[src/rtl/seg_fold_pkg.sv]
package seg_fold_pkg;

  typedef enum logic [1:0] {
    STYLE_INV  = 2'd0,
    STYLE_NOR  = 2'd1,
    STYLE_BASE = 2'd2,
    STYLE_RSVD = 2'd3
  } fold_style_e;

  localparam logic [2:0] SEG_NONE  = 3'b000;
  localparam logic [2:0] SEG_LOW   = 3'b111;
  localparam logic [2:0] SEG_MATCH = 3'b110;

  // Five-bit compare code the controller sees for a given top slice.
  function automatic logic [4:0] compare_code(input logic [2:0] s, input logic [1:0] fwd);
    return {s, fwd};
  endfunction

  // Pair-NOR of two address lines.
  function automatic logic pair_clear(input logic [1:0] pair);
    return (pair == 2'b00);
  endfunction

endpackage

[src/rtl/seg_inv_fold.sv]
module seg_inv_fold #(
  parameter int SEG_W = 3
) (
  input  logic [SEG_W-1:0] addr_slice,
  output logic [SEG_W-1:0] seg_out
);
  for (genvar i = 0; i < SEG_W; i++) begin : g_inv
    assign seg_out[i] = ~addr_slice[i];
  end
endmodule

[src/rtl/seg_nor_fold.sv]
module seg_nor_fold #(
  parameter int SEG_W = 3
) (
  input  logic [2*SEG_W-1:0] addr_slice,
  output logic [SEG_W-1:0]   seg_out
);
  import seg_fold_pkg::*;
  for (genvar i = 0; i < SEG_W; i++) begin : g_pair
    assign seg_out[i] = pair_clear(addr_slice[2*i +: 2]);
  end
endmodule

[src/rtl/seg_base_fold.sv]
module seg_base_fold #(
  parameter int SEG_W  = 3,
  parameter int BASE_W = 8
) (
  input  logic [BASE_W-1:0] top_byte,
  input  logic [BASE_W-1:0] base_hi,
  input  logic              base_on,
  output logic [SEG_W-1:0]  seg_out,
  output logic              hit_low,
  output logic              hit_base
);
  import seg_fold_pkg::*;
  assign hit_low  = (top_byte == '0);
  assign hit_base = base_on && (top_byte == base_hi) && !hit_low;

  always_comb begin
    if (hit_low)       seg_out = SEG_LOW;
    else if (hit_base) seg_out = SEG_MATCH;
    else               seg_out = SEG_NONE;
  end
endmodule

[src/rtl/seg_base_reg.sv]
module seg_base_reg #(
  parameter int ADDR_W = 32,
  parameter int BASE_W = 8
) (
  input  logic              clk,
  input  logic              rst_n,
  input  logic              wr_en,
  input  logic [ADDR_W-1:0] wr_data,
  input  logic              wr_enable,
  output logic [BASE_W-1:0] base_hi,
  output logic              base_on
);
  localparam int LSB = ADDR_W - BASE_W;

  always_ff @(posedge clk or negedge rst_n) begin
    if (!rst_n) begin
      base_hi <= '0;
      base_on <= 1'b0;
    end else if (wr_en) begin
      base_hi <= wr_data[ADDR_W-1:LSB];
      base_on <= wr_enable;
    end
  end

  wire unused_low = ^wr_data[LSB-1:0];

  // write lands one edge later
  assert_base_load_R8: assert property (@(posedge clk) disable iff (!rst_n)
    wr_en |=> (base_hi == $past(wr_data[ADDR_W-1:LSB])) && (base_on == $past(wr_enable)));
  // no write leaves the register unchanged
  assert_base_hold_R8: assert property (@(posedge clk) disable iff (!rst_n)
    !wr_en |=> $stable(base_hi) && $stable(base_on));
endmodule

[src/rtl/seg_fold_top.sv]
module seg_fold_top #(
  parameter int ADDR_W   = 32,
  parameter int SEG_W    = 3,
  parameter int FOLD_LSB = 24
) (
  input  logic              clk,
  input  logic              rst_n,
  input  logic [ADDR_W-1:0] host_addr,
  input  logic              is_mem,
  input  logic [1:0]        fold_style,
  input  logic              wr_en,
  input  logic [ADDR_W-1:0] wr_data,
  input  logic              wr_enable,
  output logic [SEG_W-1:0]  seg,
  output logic              fwd_a23,
  output logic              fwd_a22,
  output logic [ADDR_W-1:0] base_rdata,
  output logic              base_on
);
  import seg_fold_pkg::*;

  localparam int BASE_W = ADDR_W - FOLD_LSB;
  localparam int FWD_HI = FOLD_LSB - 1;
  localparam int FWD_LO = FOLD_LSB - 2;

  fold_style_e style;
  assign style = fold_style_e'(fold_style);

  logic [BASE_W-1:0] base_hi;
  logic [SEG_W-1:0]  seg_inv, seg_nor, seg_base;
  logic              base_hit_low, base_hit_match;
  logic [SEG_W-1:0]  seg_sel;

  seg_base_reg #(.ADDR_W(ADDR_W), .BASE_W(BASE_W)) u_reg (
    .clk(clk), .rst_n(rst_n), .wr_en(wr_en), .wr_data(wr_data),
    .wr_enable(wr_enable), .base_hi(base_hi), .base_on(base_on)
  );

  seg_inv_fold #(.SEG_W(SEG_W)) u_inv (
    .addr_slice(host_addr[FOLD_LSB +: SEG_W]), .seg_out(seg_inv)
  );

  seg_nor_fold #(.SEG_W(SEG_W)) u_nor (
    .addr_slice(host_addr[FOLD_LSB +: 2*SEG_W]), .seg_out(seg_nor)
  );

  seg_base_fold #(.SEG_W(SEG_W), .BASE_W(BASE_W)) u_base (
    .top_byte(host_addr[ADDR_W-1:FOLD_LSB]), .base_hi(base_hi), .base_on(base_on),
    .seg_out(seg_base), .hit_low(base_hit_low), .hit_base(base_hit_match)
  );

  always_comb begin
    unique case (style)
      STYLE_INV:  seg_sel = seg_inv;
      STYLE_NOR:  seg_sel = seg_nor;
      STYLE_BASE: seg_sel = seg_base;
      default:    seg_sel = '0;
    endcase
  end

  assign seg        = is_mem ? seg_sel : '0;
  assign fwd_a23    = host_addr[FWD_HI];
  assign fwd_a22    = host_addr[FWD_LO];
  assign base_rdata = {base_hi, {FOLD_LSB{1'b0}}};

  wire unused_low = ^host_addr[FWD_LO-1:0];

  // I/O cycles never claim
  assert_io_quiet_R6: assert property (@(posedge clk) disable iff (!rst_n)
    !is_mem |-> seg == '0);
  // invert style follows the inverted lines
  assert_inv_follow_R1: assert property (@(posedge clk) disable iff (!rst_n)
    (is_mem && fold_style == 2'd0) |-> seg == ~host_addr[FOLD_LSB +: SEG_W]);
  // pair-NOR lowest line
  assert_nor_pair0_R2: assert property (@(posedge clk) disable iff (!rst_n)
    (is_mem && fold_style == 2'd1) |-> seg[0] == (host_addr[FOLD_LSB +: 2] == 2'b00));
  // all-zero top byte wins in base style
  assert_base_low_R3: assert property (@(posedge clk) disable iff (!rst_n)
    (is_mem && fold_style == 2'd2 && host_addr[ADDR_W-1:FOLD_LSB] == '0) |-> seg == 3'b111);
  // no match while disabled
  assert_no_match_off_R5: assert property (@(posedge clk) disable iff (!rst_n)
    (fold_style == 2'd2 && !base_on) |-> seg != 3'b110);
  // match only from the base comparator
  assert_match_src_R4: assert property (@(posedge clk) disable iff (!rst_n)
    (seg == 3'b110 && fold_style == 2'd2) |-> base_hit_match);
  // reserved code stays quiet
  assert_rsvd_quiet_R9: assert property (@(posedge clk) disable iff (!rst_n)
    fold_style == 2'd3 |-> seg == '0);
endmodule

[config.mk]
export PLATFORM = sky130hd
export DESIGN_NAME = seg_fold_top
export DESIGN_NICKNAME = d
export VERILOG_FILES = /design/src/rtl/seg_fold_pkg.sv /design/src/rtl/seg_inv_fold.sv /design/src/rtl/seg_nor_fold.sv /design/src/rtl/seg_base_fold.sv /design/src/rtl/seg_base_reg.sv /design/src/rtl/seg_fold_top.sv
export SDC_FILE = /design/constraint.sdc
export NUM_CORES = 1
export LEC_CHECK = 0
export BUFFER_PORTS_ARGS = -buffer_cell sky130_fd_sc_hd__buf_2
export CORE_AREA = 5 5 47 69
export CTS_BUF_LIST = sky130_fd_sc_hd__clkbuf_8
export CTS_CLUSTER_SIZE = 30
export DETAILED_ROUTE_END_ITERATION = 8
export DIE_AREA = 0 0 52 74
export PLACE_DENSITY = 0.78
export SLEW_MARGIN = 5
export SYNTH_ARGS = -nofsm -noshare
export SYNTH_HDL_FRONTEND = slang
export SYNTH_SLANG_ARGS = --single-unit
[constraint.sdc]
create_clock -name clk -period 1.7 [get_ports clk]
set_input_delay 0.34 -clock clk [delete_from_list [all_inputs] [get_ports clk]]
set_output_delay 0.34 -clock clk [all_outputs]
set_load 0.005 [all_outputs]
# --- Word level (Yosys, flattened, before mapping) ---
# Index checks and enable logic that the tools add are counted.
totals:
  ff_bits: 9
  in_bits: 71
  out_inout_bits: 38
classes:
  eq_ne: 3
  muxes: 4
  bitwise: 3
  n_reduce_logical: 8
op_table:
  columns: ["op", "count"]
  rows:
  - ["two-way mux 3 bit", 3]
  - ["one-hot mux 3 bit (3 select lines)", 1]
  - ["equality test 8 bit", 1]
  - ["logical NOT 2 bit", 4]
  - ["logical NOT 8 bit", 1]
  - ["NOT 1 bit", 3]
  - ["equality test 2 x 1 -> 1 bit (second input constant)", 1]
  - ["equality test 2 bit (second input constant)", 1]
  - ["logical AND 1 bit", 2]
  - ["logical NOT 1 bit", 1]

# --- Longest topological paths before layout ---
logic_depth:
  word_depth: 7
  depth_mapped: 4
  depth_no_buf: 4

# --- Modules after synthesis ---
# A second synthesis with hierarchy kept.
hier_totals:
  hier_cells: 84
  area_unflattened_um2: 835.8
modules_own_cells:
  columns: ["mod", "instances", "cells_per_inst", "area_each_um2", "seq_area_each_um2"]
  rows:
  - ["seg_base_reg", 1, 19, 371.6, 225.2]
  - ["seg_fold_top", 1, 40, 296.5, 0.0]
  - ["seg_base_fold", 1, 19, 145.1, 0.0]
  - ["seg_inv_fold", 1, 3, 11.3, 0.0]
  - ["seg_nor_fold", 1, 3, 11.3, 0.0]

# --- Worst setup path after synthesis ---
# Ideal clock, no wire load.
synth_timing:
  path_type: "register -> output"
  startpoint: "reg u_reg.base_hi[7]"
  endpoint: "out seg[1]"
  arrival_time_ns: 1.010
  required_time_ns: 1.360
  slack_ns: 0.350
  stages_incl_launch_ff: 5
  path_cell_list: "dfrtp_1 -> xor2_1 -> nor4_1 -> nand4_1 -> nand2_1"
synth_between:
  elab_chain_len: 7
synth_rtl:
  columns: ["item", "line_no", "text"]
  rows:
  - ["from (decl)", "seg_base_reg.sv:10", "output logic [BASE_W-1:0] base_hi,"]
  - ["from (signal assigned)", "seg_base_reg.sv:20", "base_hi <= wr_data[ADDR_W-1:LSB];"]
  - ["equality test 8 bit", "seg_base_fold.sv:14", "assign hit_base = base_on && (top_byte == base_hi) && !hit_low;"]
  - ["logical AND 1 bit (2 in a row)", "seg_base_fold.sv:14", null]
  - ["two-way mux 3 bit", "seg_base_fold.sv:18", "else if (hit_base) seg_out = SEG_MATCH;"]
  - ["two-way mux 3 bit", "seg_base_fold.sv:17", "if (hit_low) seg_out = SEG_LOW;"]
  - ["one-hot mux 3 bit (3 select lines)", "seg_fold_top.sv:53", "unique case (style)"]
  - ["two-way mux 3 bit", "seg_fold_top.sv:61", "assign seg = is_mem ? seg_sel : '0;"]
  - ["to (decl)", "seg_fold_top.sv:14", "output logic [SEG_W-1:0] seg,"]
# No other way between the ends.

# --- Final worst setup path ---
layout_timing:
  startpoint: "reg u_reg.base_hi[7]"
  endpoint: "out seg[2]"
# The elaborated chain is that of the path after synthesis.

==> impl_metrics.toml <==
[status]
status = "complete, but fails checks"
violations = "negative setup slack"

[route]
wl_per_cell_um = 12.11
drt-total-wl_um = 1805
dr.pass1.iters = 4
ant_nets = 0
drc = 0
vias_per_cell = 4.121
drt_iter0_drc = 10
vias = 614

[flow_run]
cap_violations = 0

[worst_setup_path]
cp.arrival_ps = 1400
worstSetupStartpointType = "register"
path_cells = "xor2_1 > nor4_1 > nand4_1 > nand2_1 > buf_2"
r2r_end = "u_reg.base_hi[7]"
cp.depth = 5
timing.rr.start = "u_reg.base_hi[7]"
reg2regPathDepth = 2
critPathSlowestCell = "dfrtp_1"
crit_family = "simple AND/OR/NAND/NOR gates"
critical_path_class = "reg -> out"
cp_max_fo = 2
worstPathRequired_ps = 1360
crit_end = "seg[2]"
cp-end-kind = "primary output"
worstSetupStartpoint = "u_reg.base_hi[7]"
r2r_setup_slack_ps = 820
path_buf_inv = 1
slowest_delay_ps = 380

[timing]
finalWorstSetupSlack_ps = -42.20
final-hold-violation-count = 0
finClkSkew_ps = 0
fin_crit_sh_pct = 102.5
setup_viol = 2
finalMaxSlewViolations = 0
min_period_ps = 1742
fmax_mhz = 574.0
rsz0062_at_grt = "yes"

[synthesis]
yosysWarnings = 0
ys_seq_elements = 9
netlist_area_um2 = 729.5
post_synth_main_area_contributors = "dfrtp_1, buf_4, mux2_2, xor2_1, nor4_1"
synth-edff-count = 0
synth_area_per_cell_um2 = 9.857
synth-async-reset-ratio_pct = 100.0
post-synth-top-area-fraction_pct = 30.87
netlist_instances = 74
yosysMostFrequentCell = "buf_4"
synth-main-ff-cell = "dfrtp_1"
synthDistinctLibCells = 18
yosysTopAreaCell = "dfrtp_1"
synth.yosys.seq_area_share_pct = 30.87
synth_commonest_cells = "buf_4, dfrtp_1, mux2_2"

[place]
dp_hpwl_um = 1469
port_buffers = 34
place.gp.congestion = 0.7394
post_dp_cell_area_um2 = 847.1

[global_route]
gr-usage-all-layers_pct = 9.893
grt_max_degree = 10
grt_pass1_wl_um = 2746
overflow = 0
grt_pass1_vias = 677
antenna_found_initial = 0

[final_layout]
final_area_um2 = 929.6
nets = 184
drive_gt1_share_pct = 48.21
n_antenna_cell = 0
synthToLayoutAreaGrowth_pct = 27.44

[die]
io_pins = 109
die_h_um = 74
die_w_um = 52
coreArea_um2 = 2619
initial_core_util_pct = 27.85
rows = 23
dieArea_um2 = 3848

[worst_hold_path]
min_path_type = "in -> reg"
hp-start = "wr_data[30]"

[clock_network]
cts.sinks = 9
cts_htree_levels = 1
root_buffer = "clkbuf_8"
cts_buffers = 3
clk-insertion-delay-late_ps = 230
cts_tree = "built"
cts.clk_slew.worst_paths_ps = 40
cts_buffer_depth = 2

[power_and_ir_drop]
power_leakage_nw = 0.4923
finalPower_uw = 658.8
irDropWorstVdd_mv = 0.5000
powerDensity_nw_per_um2 = 708.7
-- cells in the final DEF, fill, tap and decap left out, types with 2 or more instances in the layout --
cell	netlist	routed
and2b_2	2	2
buf_2	1	34
buf_4	26	3
clkbuf_8	0	3
conb_1	1	24
dfrtp_1	9	9
mux2_2	9	9
nand2_1	2	2
nor3_1	3	2
nor4_1	3	2
o21a_1	2	2
o21ai_0	3	3
xnor2_1	2	2
xor2_1	6	6
-- registers in the layout (all words and copies together) (netlist names) --
signal	count
u_reg.base_hi	8
u_reg.base_on	1
-- timing repair --
| item | 4_1_cts | 5_1_grt |
|---|---|---|
| resized for setup | 1 | 2 |
| hold endpoints to repair | 9 | 0 |
| pin swaps | 5 | 1 |
| hold buffers | 1 | 0 |
| endpoints found under the setup margin | 2 | 3 |
| setup buffers | 1 | 0 |
-- worst min path at each step --
stage / to / slack [ps] / cells past startpoint
final: u_reg.base_hi[6] / 340 / 2
after global routing: u_reg.base_hi[6] / 340 / 2
after CTS: u_reg.base_hi[6] / 330 / 2
after detailed placement: u_reg.base_hi[6] / 200 / 1
after global placement: u_reg.base_hi[0] / 200 / 1
after floorplan: u_reg.base_hi[0] / 40 / 0
-- power by group --
group / total (mW) / switching [mW] / internal, mW
registers: 0.256 / 0.0192 / 0.237
logic: 0.163 / 0.0790 / 0.0836
clock network: 0.240 / 0.0831 / 0.157
total: 0.659 / 0.181 / 0.477
-- kinds of logic (layout without fill, tap and decap cells) --
group           Yosys count  count (layout)  synth area share [%]
simple gates             14              14                 12.18
mux                       9               9                 13.89
buf+inv                  27              42                 27.44
other cells               1              24                0.5141
xor+xnor                  8               8                 9.606
flops                     9               9                 30.88
compound gates            6               6                 5.488
-- worst register-to-register path, cell delays in order (launching register included) --
cell and delay [ps]:
dfrtp_1 380, buf_4 140, mux2_2 250
-- through the flow --
step	worst slack, ps	setup TNS [ps]	cells	utilization, %	hold slack, ps
finish	-42.20	-71.72	149	35.50	339.0
global route	-104.9	-196.2	149	35.50	338.6
detailed placement	18.10	0	143	32.35	200.7
floorplan	350.1	0	97	-	44.41
global placement	27.22	0	143	32.35	198.9
CTS	-64.59	-117.1	149	34.93	333.0
-- area by class of cell --
type / count / area [µm²]
multi-input combinational: 61 / 410.4
clock buffer: 3 / 41.29
fill: 254 / 1689
tap: 37 / 46.29
sequential: 9 / 225.2
timing repair buffer: 38 / 202.7
clock inverter: 1 / 3.754
-- metal layers --
layer,global-route usage (%),vias up,wire length [µm]
met5,0,-,0
met2,17.90,59,894
met3,4.008,2,297
met1,8.178,276,589
met4,7.872,0,23
li1,-,277,-
Power figures use the tool's default switching activity.
